[src/rtl/tcc_pkg.sv]
`timescale 1ns/1ps
// Shared types for the count-source timer: mode encoding and control byte layout.
// Assumes a 2-bit channel field, so the capture channel count is fixed at four.
package tcc_pkg;
    localparam int CAP_N = 4;

    typedef enum logic [1:0] {
        SRC_CLK  = 2'd0,
        SRC_RISE = 2'd1,
        SRC_FALL = 2'd2,
        SRC_BOTH = 2'd3
    } src_mode_e;

    // Packed MSB first: bits 7:5 clear select, 4 clear enable, 3:2 channel, 1:0 mode.
    typedef struct packed {
        logic [2:0] clr_sel;
        logic       clr_en;
        logic [1:0] chan;
        src_mode_e  mode;
    } ctrl_t;
endpackage

[src/rtl/tcc_edge_sync.sv]
`timescale 1ns/1ps
// Two-flop synchronizer plus edge detector for each capture channel.
// Assumes each input level is held at least two clock periods so that no edge is lost.
module tcc_edge_sync #(
    parameter int N = 4
) (
    input  logic         clk,
    input  logic         rst_n,
    input  logic [N-1:0] async_in,
    output logic [N-1:0] rise,
    output logic [N-1:0] fall
);
    for (genvar g = 0; g < N; g++) begin : g_ch
        logic meta_q, sync_q, prev_q;

        // Resynchronize the channel and keep one older sample for edge compare.
        always_ff @(posedge clk) begin
            if (!rst_n) begin
                meta_q <= 1'b0;
                sync_q <= 1'b0;
                prev_q <= 1'b0;
            end else begin
                meta_q <= async_in[g];
                sync_q <= meta_q;
                prev_q <= sync_q;
            end
        end

        assign rise[g] = sync_q & ~prev_q;
        assign fall[g] = ~sync_q & prev_q;
    end
endmodule

[src/rtl/tcc_event_sel.sv]
`timescale 1ns/1ps
// Turns the control byte and the detected edges into an advance pulse and a clear pulse.
// Assumes edge pulses are single-cycle. Clear-select codes 6 and 7 are treated as inert.
module tcc_event_sel
    import tcc_pkg::*;
#(
    parameter int N = CAP_N
) (
    input  ctrl_t        ctrl,
    input  logic         run,
    input  logic [N-1:0] rise,
    input  logic [N-1:0] fall,
    output logic         adv,
    output logic         clr_evt
);
    logic       src_rise, src_fall, src_hit;
    logic [1:0] clr_ch;
    logic       clr_ok;

    // Qualify the count-source edge according to the mode field.
    always_comb begin
        src_rise = rise[ctrl.chan];
        src_fall = fall[ctrl.chan];
        unique case (ctrl.mode)
            SRC_CLK:  src_hit = 1'b1;
            SRC_RISE: src_hit = src_rise;
            SRC_FALL: src_hit = src_fall;
            default:  src_hit = src_rise | src_fall;
        endcase
        adv = run & src_hit;
    end

    // Decode the clear-select field into a channel and polarity, gated by the enable.
    always_comb begin
        clr_ch  = ctrl.clr_sel[2:1];
        clr_ok  = ctrl.clr_en && (clr_ch != 2'b11);
        clr_evt = clr_ok && (ctrl.clr_sel[0] ? fall[clr_ch] : rise[clr_ch]);
    end
endmodule

[src/rtl/tcc_counters.sv]
`timescale 1ns/1ps
// Prescale counter feeding a wrapping timer counter.
// Assumes the clear input already merges the edge clear and the hold-zero request.
module tcc_counters #(
    parameter int PS_W = 32,
    parameter int TC_W = 32
) (
    input  logic            clk,
    input  logic            rst_n,
    input  logic            adv,
    input  logic            clr,
    input  logic [PS_W-1:0] limit,
    output logic [TC_W-1:0] tc
);
    logic [PS_W-1:0] pc_q;

    // Clear has priority. Otherwise an advance steps the prescaler or rolls into the timer count.
    always_ff @(posedge clk) begin
        if (!rst_n) begin
            pc_q <= '0;
            tc   <= '0;
        end else if (clr) begin
            pc_q <= '0;
            tc   <= '0;
        end else if (adv) begin
            if (pc_q == limit) begin
                pc_q <= '0;
                tc   <= tc + TC_W'(1);
            end else begin
                pc_q <= pc_q + PS_W'(1);
            end
        end
    end
endmodule

[src/rtl/count_timer.sv]
`timescale 1ns/1ps
// Count-source timer top: register port, capture synchronizers, event selection, counters.
// Assumes PS_W and TC_W do not exceed DW. Register reads are combinational.
module count_timer
    import tcc_pkg::*;
#(
    parameter int DW   = 32,
    parameter int PS_W = 32,
    parameter int TC_W = 32
) (
    input  logic             clk,
    input  logic             rst_n,
    input  logic [CAP_N-1:0] cap_in,
    input  logic             wr_en,
    input  logic [1:0]       wr_addr,
    input  logic [DW-1:0]    wr_data,
    input  logic [1:0]       rd_addr,
    output logic [DW-1:0]    rd_data,
    output logic [TC_W-1:0]  tc_value
);
    localparam logic [1:0] A_CTRL = 2'd0;
    localparam logic [1:0] A_PRE  = 2'd1;
    localparam logic [1:0] A_RUN  = 2'd2;
    localparam logic [1:0] A_TC   = 2'd3;

    ctrl_t            ctrl_q;
    logic [PS_W-1:0]  prescale_q;
    logic             run_q, zero_q;
    logic [CAP_N-1:0] rise, fall;
    logic             adv, clr_evt;
    logic             unused_wr_bits;

    assign unused_wr_bits = ^wr_data;

    // Capture software writes into the control, prescale and run registers.
    always_ff @(posedge clk) begin
        if (!rst_n) begin
            ctrl_q     <= '0;
            prescale_q <= '0;
            run_q      <= 1'b0;
            zero_q     <= 1'b0;
        end else if (wr_en) begin
            unique case (wr_addr)
                A_CTRL:  ctrl_q     <= ctrl_t'(wr_data[7:0]);
                A_PRE:   prescale_q <= wr_data[PS_W-1:0];
                A_RUN:   begin
                    run_q  <= wr_data[0];
                    zero_q <= wr_data[1];
                end
                default: ;
            endcase
        end
    end

    // Return the addressed register, zero-extended to the data width.
    always_comb begin
        unique case (rd_addr)
            A_CTRL:  rd_data = DW'(ctrl_q);
            A_PRE:   rd_data = DW'(prescale_q);
            A_RUN:   rd_data = DW'({zero_q, run_q});
            A_TC:    rd_data = DW'(tc_value);
            default: rd_data = '0;
        endcase
    end

    tcc_edge_sync #(.N(CAP_N)) u_sync (
        .clk      (clk),
        .rst_n    (rst_n),
        .async_in (cap_in),
        .rise     (rise),
        .fall     (fall)
    );

    tcc_event_sel #(.N(CAP_N)) u_sel (
        .ctrl    (ctrl_q),
        .run     (run_q),
        .rise    (rise),
        .fall    (fall),
        .adv     (adv),
        .clr_evt (clr_evt)
    );

    tcc_counters #(.PS_W(PS_W), .TC_W(TC_W)) u_cnt (
        .clk   (clk),
        .rst_n (rst_n),
        .adv   (adv),
        .clr   (clr_evt | zero_q),
        .limit (prescale_q),
        .tc    (tc_value)
    );
endmodule

[config.mk]
export PLATFORM = sky130hd
export DESIGN_NAME = count_timer
export DESIGN_NICKNAME = d
export VERILOG_FILES = /design/src/rtl/tcc_pkg.sv /design/src/rtl/tcc_edge_sync.sv /design/src/rtl/tcc_event_sel.sv /design/src/rtl/tcc_counters.sv /design/src/rtl/count_timer.sv
export SDC_FILE = /design/constraint.sdc
export NUM_CORES = 1
export LEC_CHECK = 0
export ABC_AREA = 1
export ABC_CLOCK_PERIOD_IN_PS = 4400
export CAP_MARGIN = 0
export CORE_AREA = 2 2 117 119
export DETAILED_ROUTE_END_ITERATION = 12
export DIE_AREA = 0 0 119 121
export PLACE_DENSITY = 0.81
export SLEW_MARGIN = 15
export SYNTH_ARGS = -nofsm -noshare
export SYNTH_HDL_FRONTEND = slang
export SYNTH_HIERARCHICAL = 1
export SYNTH_SLANG_ARGS = --single-unit
export TNS_END_PERCENT = 100
[constraint.sdc]
create_clock -name clk -period 4.4 [get_ports clk]
set_clock_uncertainty 0.1 [all_clocks]
set_input_delay 1.1 -clock clk [delete_from_list [all_inputs] [get_ports clk]]
set_output_delay 1.1 -clock clk [all_outputs]
set_load 0.01 [all_outputs]
# Word-level counts from Yosys, hierarchy flattened
# Cells that the tools add are included.
[op_classes]
div_mod_pow = 0
mux = 12
mul = 0
shifts = 0
n_eq_ne = 9
bitwise_logic = 20
n_lt_le_gt_ge = 2
reduce_logical = 10
n_addsub = 2
[op_table]
columns = ["operator", "n"]
rows = [
  ["one-hot mux 32 bit (4 select lines)", 1],
  ["adder 32 x 1 -> 32 bit, second input constant", 2],
  ["== test 32 bit", 1],
  ["2-to-1 mux 32 bit", 1],
  ["bitwise AND 1 bit", 9],
  ["inverter 1 bit", 9],
  ["binary-select mux 1 bit (select 2 bit)", 4],
  ["== test 2 bit, second input constant", 4],
  ["AND reduction 2 bit", 4],
  ["== test 2 x 1 -> 1 bit, second input constant", 3],
  ["logical NOT 2 bit", 3],
  ["< comparator 2 x 3 -> 1 bit, second input constant", 2],
  ["2-to-1 mux 1 bit", 5],
  ["one-hot mux 1 bit (3 select lines)", 1],
  ["logical AND 1 bit", 2],
  ["inequality test 2 bit, second input constant", 1],
  ["OR 1 bit", 2],
  ["OR reduction 2 bit", 1],
]
[word_totals]
mem_count = 0
register_bits = 118
elab_cells = 76
mem_bits_rw = 0
romBits = 0
latch_bits = 0

# Logic depth before layout (Yosys ltp)
# Gate-level depths: netlist of run 1.
[logic_depth]
depth_word = 8
ltp_mapped = 21

# Modules after synthesis
# Netlist of run 1, hierarchy kept.
[modules_own_cells]
columns = ["mod", "instances", "area_each_um2", "cells_each", "seq_area_each_um2"]
rows = [
  ["tcc_counters", 1, 4217.8, 692, 1281.2],
  ["count_timer", 1, 2170.8, 361, 840.8],
  ["tcc_edge_sync", 1, 401.6, 53, 240.2],
  ["tcc_event_sel", 1, 178.9, 41, 0.0],
]

# Worst setup path before layout of run 1
# No wires, ideal clock.
[synth_path]
path_kind = "input to output"
startpoint = "input port rd_addr[0]"
endpoint = "output port rd_data[3]"
required_time_ps = 3200
arrival_time_ps = 1770
path_slack_ps = 1430
path_stages = 4
path_cell_list = "buf_2 -> nor2_1 -> nand2_1 -> o211ai_1"
[synth_via]
elab_chain_len = 2
elab_cells_between_ends = 5
classes_between = "eq/ne: 3; mux: 1; reduce/logical: 1"
[synth_lines]
columns = ["element", "line", "text"]
rows = [
  ["start: declaration", "count_timer.sv:17", "input logic [1:0] rd_addr,"],
  ["== test 2 bit (tied with other cells)", "count_timer.sv:57", "unique case (rd_addr)"],
  ["one-hot mux 32 bit (4 select lines) *", "count_timer.sv:57", ""],
  ["end: declaration", "count_timer.sv:18", "output logic [DW-1:0] rd_data,"],
]
# Mark *: on every way between the ends. The rest lies on a longest branch, timed or not.

# Worst setup path after layout of run 1
[layout_path]
startpoint = "input port rd_addr[1]"
endpoint = "output port rd_data[1]"
# Same word-level chain as after synthesis.

==> results of run 1 <==
[per-stage QoR]
stage,power (mW),hold WS (ps),instance area [um^2],util
after floorplan,1.310,290.5,6969,-
after global placement,1.406,293.7,8090,0.6183
after detailed placement,1.410,297.6,8090,0.6183
after CTS,2.759,315.7,8668,0.6625
after global routing,2.840,330.7,8668,0.6625
final,2.752,314.1,8668,0.6625
[power by group]
| group | internal (mW) | switching (mW) | leakage, nW | total, mW |
|---|---|---|---|---|
| clock | 0.872 | 0.486 | 0.283 | 1.36 |
| sequential | 1.10 | 0.0226 | 0.958 | 1.12 |
| combinational | 0.104 | 0.172 | 2.66 | 0.276 |
| total | 2.07 | 0.680 | 3.90 | 2.75 |
[layout make-up]
| class | count | area, um^2 |
|---|---|---|
| clock buffer | 23 | 478.0 |
| clock inverter | 9 | 100.1 |
| fill | 1182 | 4417 |
| inverter | 178 | 668.1 |
| multi-input combinational | 811 | 3726 |
| sequential | 118 | 2362 |
| tap | 176 | 220.2 |
| timing repair buffer | 112 | 1114 |
[worst min-delay path by stage]
stage,slack (ps),end,cells past startpoint,start
final,310,u_sync/g_ch[2].sync_q,2,u_sync/g_ch[2].meta_q
after global routing,330,u_sync/g_ch[2].sync_q,2,u_sync/g_ch[2].meta_q
after CTS,320,u_sync/g_ch[1].sync_q,2,u_sync/g_ch[1].meta_q
after detailed placement,300,u_sync/g_ch[3].sync_q,2,u_sync/g_ch[3].meta_q
after global placement,290,u_sync/g_ch[0].sync_q,2,u_sync/g_ch[0].meta_q
after floorplan,290,u_sync/g_ch[0].sync_q,2,u_sync/g_ch[0].meta_q
[registers in the layout, indices dropped and copies added (netlist names)]
register,flops
u_sync/g_ch.sync_q,4
prescale_q,32
ctrl_q,8
run_q,1
u_cnt/pc_q,32
u_cnt/tc,32
zero_q,1
u_sync/g_ch.meta_q,4
u_sync/g_ch.prev_q,4
[placed cells by master, fill, tap and decap left out, types with 2 or more instances in the layout]
cell type	n
nand2_1	359
nor2_1	196
inv_1	171
dfxtp_1	118
clkdlybuf4s50_1	105
nand3_1	77
o21ai_0	34
xnor2_1	28
nand4_1	24
nor3_1	24
xor2_1	22
clkbuf_16	17
a21oi_1	11
o211ai_1	8
inv_2	7
clkinv_2	5
buf_4	5
nor4_1	5
nor2_4	4
or2_2	3
clkbuf_8	3
clkbuf_1	3
nand2_2	3
nand3_4	2
nor2_2	2
bufinv_16	2
clkinvlp_4	2
ha_1	2
[tightest hold or removal path, delay by kind of cell, from the launching register on]
family	cells	cell delay [ps]
AND/OR/NAND/NOR	1	50
buffers and inverters	1	40
flip-flops	1	300
[per-layer routing]
layer | up-vias | routed length [um] | global-route usage
li1 | 3692 | - | -
met1 | 3297 | 8742 | 0.3690
met2 | 253 | 9343 | 0.4569
met3 | 47 | 1411 | 0.06579
met4 | 0 | 590 | 0.09747
met5 | - | 0 | 0
[kinds of logic after synthesis]
logic type / Yosys count / share of synthesized area
fa+ha+maj: 2 / 0.003590
simple gates: 703 / 0.4235
flops: 118 / 0.3390
buf+inv: 218 / 0.1268
compound gates: 56 / 0.04435
xor+xnor: 50 / 0.06284
==> flow_summary.json, run 1 <==
{
  "crit_buf_inv": 2,
  "synth_top_area_share": 0.3390,
  "synth_area_leaders": "dfxtp_1 (34%), nand2_1 (19%), nor2_1 (11%)",
  "ys_seq_area_frac": 0.3390,
  "start_util": 0.5326,
  "maxSlewHeadroom": 0.5411,
  "fin_crit_ps": 4143,
  "yosys_warnings": 6,
  "peakVddDrop_mv": 0.3085,
  "grt_usage": 0.2819,
  "maxCapViolations": 0,
  "drive_gt1_frac": 0.04796,
  "clk_latency_ps": 420,
  "finalSetupViolCount": 0,
  "crit_slowest_cell": "clkdlybuf4s50_1",
  "synth.most_common_cell": "nand2_1",
  "syn_area_um2": 6969,
  "status": "completed",
  "r2r_end": "u_cnt/pc_q[31]",
  "die_y_um": 121,
  "cp_slowest_stage_delay_ps": 560,
  "fin_cells": 1427,
  "crit_family": "buffers and inverters",
  "core_area_um2": 13090,
  "cts-root-buf": "clkbuf_16",
  "path_clk_slew_ps": 50,
  "place_ws_ps": 324.0,
  "drv_slew": 0,
  "dieArea_um2": 14400,
  "path_common_cell": "clkdlybuf4s50_1",
  "synth-async-reset-ratio": 0,
  "start_kind": "input pin",
  "syn_nets": 1192,
  "via_per_inst": 5.108,
  "grt_pass1_vias": 6582,
  "tritoncts": "done",
  "worstPathCellList": "clkdlybuf4s50_1 > nor2_1 > nand2_1 > nand4_1 > clkdlybuf4s50_1",
  "synth_edf_count": 0,
  "drt-pass1-iter-count": 6,
  "vias": 7289,
  "finalCritPeriodShare": 0.9416,
  "rr_startpoint": "u_cnt/pc_q[0]",
  "critPathMaxFanout": 8,
  "drcViolationCount": 0,
  "antenna_found_initial": 0,
  "ios": 107,
  "fmax_mhz": 241.4,
  "setup_tns_ps": 0,
  "rows": 42,
  "numCtsBuffers": 17,
  "hold_path_class": "reg -> reg",
  "dpl.hpwl_um": 14350,
  "synth_commonest_cells": "nand2_1 (359), nor2_1 (197), inv_1 (171)",
  "syn_inst": 1147,
  "cp-end-kind": "primary output",
  "nets": 1283,
  "ctsResizeCount": 0,
  "worstMarginPinSlew_ps": 688.4,
  "setup_ws_ps": 257.2,
  "finalWirelength_um": 20090,
  "overflow": 0,
  "hold_buffers": 0,
  "power.leakage_nw": 3.904,
  "synthToLayoutAreaGrowth_pct": 24.38,
  "synth_cell_types": 31,
  "synth_ff_type": "dfxtp_1",
  "dp.cells": 1395,
  "finalHoldViolCount": 0,
  "crit_type": "in -> out",
  "powerDensity_nw_per_um2": 317.5,
  "cts_max_level": 4,
  "synth_top_cell_by_area": "dfxtp_1",
  "endpoint": "rd_data[1]",
  "gp_congestion": 0.9520,
  "portBuffers": 106,
  "grt_pass1_wl_um": 32070,
  "cp.required_ps": 3200,
  "avgSynthCellArea_um2": 6.076,
  "drt_iter0_drc": 827,
  "rsz0062_at_grt": "no",
  "crit_start": "rd_addr[1]",
  "detail-route-antenna-nets": 0,
  "regToRegSetupSlack_ps": 1410,
  "rr_worst_depth": 9,
  "antenna_cells": 0,
  "cp.arrival_ps": 2940,
  "cp.depth": 5,
  "clk_path_buf_depth": 2,
  "die_w_um": 119,
  "cts_setup_buffers": 0,
  "synth-seq-cells": 118,
  "post_drt_wl_per_cell_um": 14.08,
  "grt_max_degree": 65,
  "cts.sinks": 118
}
Power figures use the tool's default switching activity.
==> inputs of run 2 (changes only) <==
--- a/config.mk
+++ b/config.mk
@@ -6,12 +6,14 @@
 export NUM_CORES = 1
 export LEC_CHECK = 0
 export ABC_AREA = 1
-export ABC_CLOCK_PERIOD_IN_PS = 4400
 export CAP_MARGIN = 0
-export CORE_AREA = 2 2 117 119
+export CELL_PAD_IN_SITES_DETAIL_PLACEMENT = 0
+export CELL_PAD_IN_SITES_GLOBAL_PLACEMENT = 1
+export CORE_AREA = 2 2 134 136
 export DETAILED_ROUTE_END_ITERATION = 12
-export DIE_AREA = 0 0 119 121
-export PLACE_DENSITY = 0.81
+export DIE_AREA = 0 0 136 138
+export PLACE_DENSITY = 0.88
+export REMOVE_ABC_BUFFERS = 1
 export SLEW_MARGIN = 15
 export SYNTH_ARGS = -nofsm -noshare
 export SYNTH_HDL_FRONTEND = slang
==> run 2 against run 1 <==
Net effect: flip-flop and latch count is the same; first-iteration DRC count shrank 25%; clock power grew 4%; via count shrank 3.2%; power grew 2.0%; count of clock-buffer cells in the layout shrank 2; register-to-register slack gained 30 ps; global-route usage shrank 4.8 points; final area grew 1.2%; critical path type unchanged; largest cell class unchanged.
==> flow_summary.json, run 2 (synthesis results as in run 1) <==
{
  "status": "completed",
  "nets": 1287,
  "worstPathCellList": "clkdlybuf4s50_1 > nand2_1 > buf_4 > o21ai_0 > clkdlybuf4s50_1",
  "grt_usage": 0.2335,
  "drive_gt1_frac": 0.05183,
  "layout_common_cells": "nand2_1 (359), nor2_1 (196), inv_1 (171)",
  "crit_type": "in -> out",
  "maxSlewHeadroom": 0.5319,
  "maxCapViolations": 0,
  "dp.cells": 1452,
  "cp-end-kind": "primary output",
  "finalCritPeriodShare": 0.9647,
  "rsz0062_at_grt": "no",
  "hold_path_class": "reg -> reg",
  "crit_buf_inv": 3,
  "cts_setup_buffers": 0,
  "overflow": 0,
  "via_per_inst": 4.758,
  "reg_top3": "prescale_q (32), u_cnt/pc_q (32), u_cnt/tc (32)",
  "grt_pass1_wl_um": 34380,
  "drt-pass1-iter-count": 7,
  "path_clk_slew_ps": 50,
  "worstMarginPinSlew_ps": 700.5,
  "critPathMaxFanout": 16,
  "fin_cells": 1483,
  "ios": 107,
  "hold_buffers": 0,
  "final_common_cell": "nand2_1",
  "dpl.hpwl_um": 15550,
  "drv_slew": 0,
  "path_common_cell": "clkdlybuf4s50_1",
  "gp_congestion": 0.8390,
  "cp.arrival_ps": 3040,
  "crit_family": "buffers and inverters",
  "finalSetupViolCount": 0,
  "grt_pass1_vias": 6499,
  "finalHoldViolCount": 0,
  "dieArea_um2": 18770,
  "cp_slowest_stage_delay_ps": 610,
  "peakVddDrop_mv": 0.2988,
  "die_w_um": 136,
  "start_kind": "input pin",
  "cp.required_ps": 3200,
  "finalWirelength_um": 21190,
  "power.leakage_nw": 3.935,
  "cts.sinks": 118,
  "drt_iter0_drc": 620,
  "ctsResizeCount": 0,
  "portBuffers": 106,
  "setup_tns_ps": 0,
  "clk_path_buf_depth": 2,
  "powerDensity_nw_per_um2": 320.1,
  "fmax_mhz": 235.6,
  "cts_max_level": 4,
  "rows": 49,
  "grt_max_degree": 55,
  "numCtsBuffers": 17,
  "core_area_um2": 17530,
  "drcViolationCount": 0,
  "start_util": 0.3975,
  "antenna_cells": 0,
  "antenna_found_initial": 0,
  "final_util": 0.5003,
  "post_drt_wl_per_cell_um": 14.29,
  "cts-root-buf": "clkbuf_16",
  "crit_slowest_cell": "clkdlybuf4s50_1",
  "synthToLayoutAreaGrowth_pct": 25.87,
  "clk_latency_ps": 420,
  "die_y_um": 138,
  "tritoncts": "done",
  "detail-route-antenna-nets": 0,
  "placed_area_um2": 8174,
  "vias": 7056,
  "fin_crit_ps": 4245,
  "design_area_um2": 8772
}
## run 2: cell types whose count changed in the layout (fill, tap and decap cells not counted)
cell,delta
buf_12,-1
buf_4,+5
bufinv_16,+1
clkbuf_1,-2
clkinv_2,+1
clkinvlp_4,-1
## run 2: path summary, 6_finish.rpt
check / cells after the start / startpoint / to / slack (ps)
max: 5 / rd_addr[0] / rd_data[29] / 160
min: 2 / u_sync/g_ch[0].meta_q / u_sync/g_ch[0].sync_q / 310
max reg2reg: 17 / ctrl_q[2] / u_cnt/pc_q[17] / 1440
min reg2reg: 2 / u_sync/g_ch[0].meta_q / u_sync/g_ch[0].sync_q / 310
## run 2: power by group
part           switching, mW  total [mW]  internal, mW
Sequential            0.0232        1.12          1.10
Combinational          0.172       0.277         0.105
Clock                  0.488        1.41         0.925
## run 2: worst register-to-register path: stages (launching register included)
cell and delay, ps:
dfxtp_1 480, inv_2 90, nand2_1 80, nand3_1 60
nand2_1 120, nand2_1 60, nand3_1 70, nand2_1 60
inv_1 440, inv_2 310, nor2_1 200, nand2_1 70
inv_1 70, nand3_1 110, nor2_1 210, nand2_1 110
xor2_1 150, nor2_1 50
## run 2: metal layers
metal  part of all wire  vias up  track usage
met1               0.49     3178       0.3275
met4              0.016        0      0.06908
met3              0.047       27      0.04474
met5                  0        -            0
met2               0.45      166       0.3634
li1                   -     3685            -
## run 2: cell type report
cell class	count	area, um^2
clock inverters	10	127.6
well taps	229	286.5
fillers	1862	8762
repair buffers	116	1131
multi-input cells	811	3726
clock buffers	21	470.5
inverters	178	668.1
flip-flops and latches	118	2362
## run 2: through the flow
stage                     total power [mW]  setup slack, ps  hold WS (ps)
after floorplan                      1.285            885.6         290.0
after global placement               1.415            179.5         293.4
after detailed placement             1.417            147.0         300.0
after CTS                            2.826            148.5         314.1
after global routing                 2.912            44.42         335.6
final                                2.808            155.4         310.1
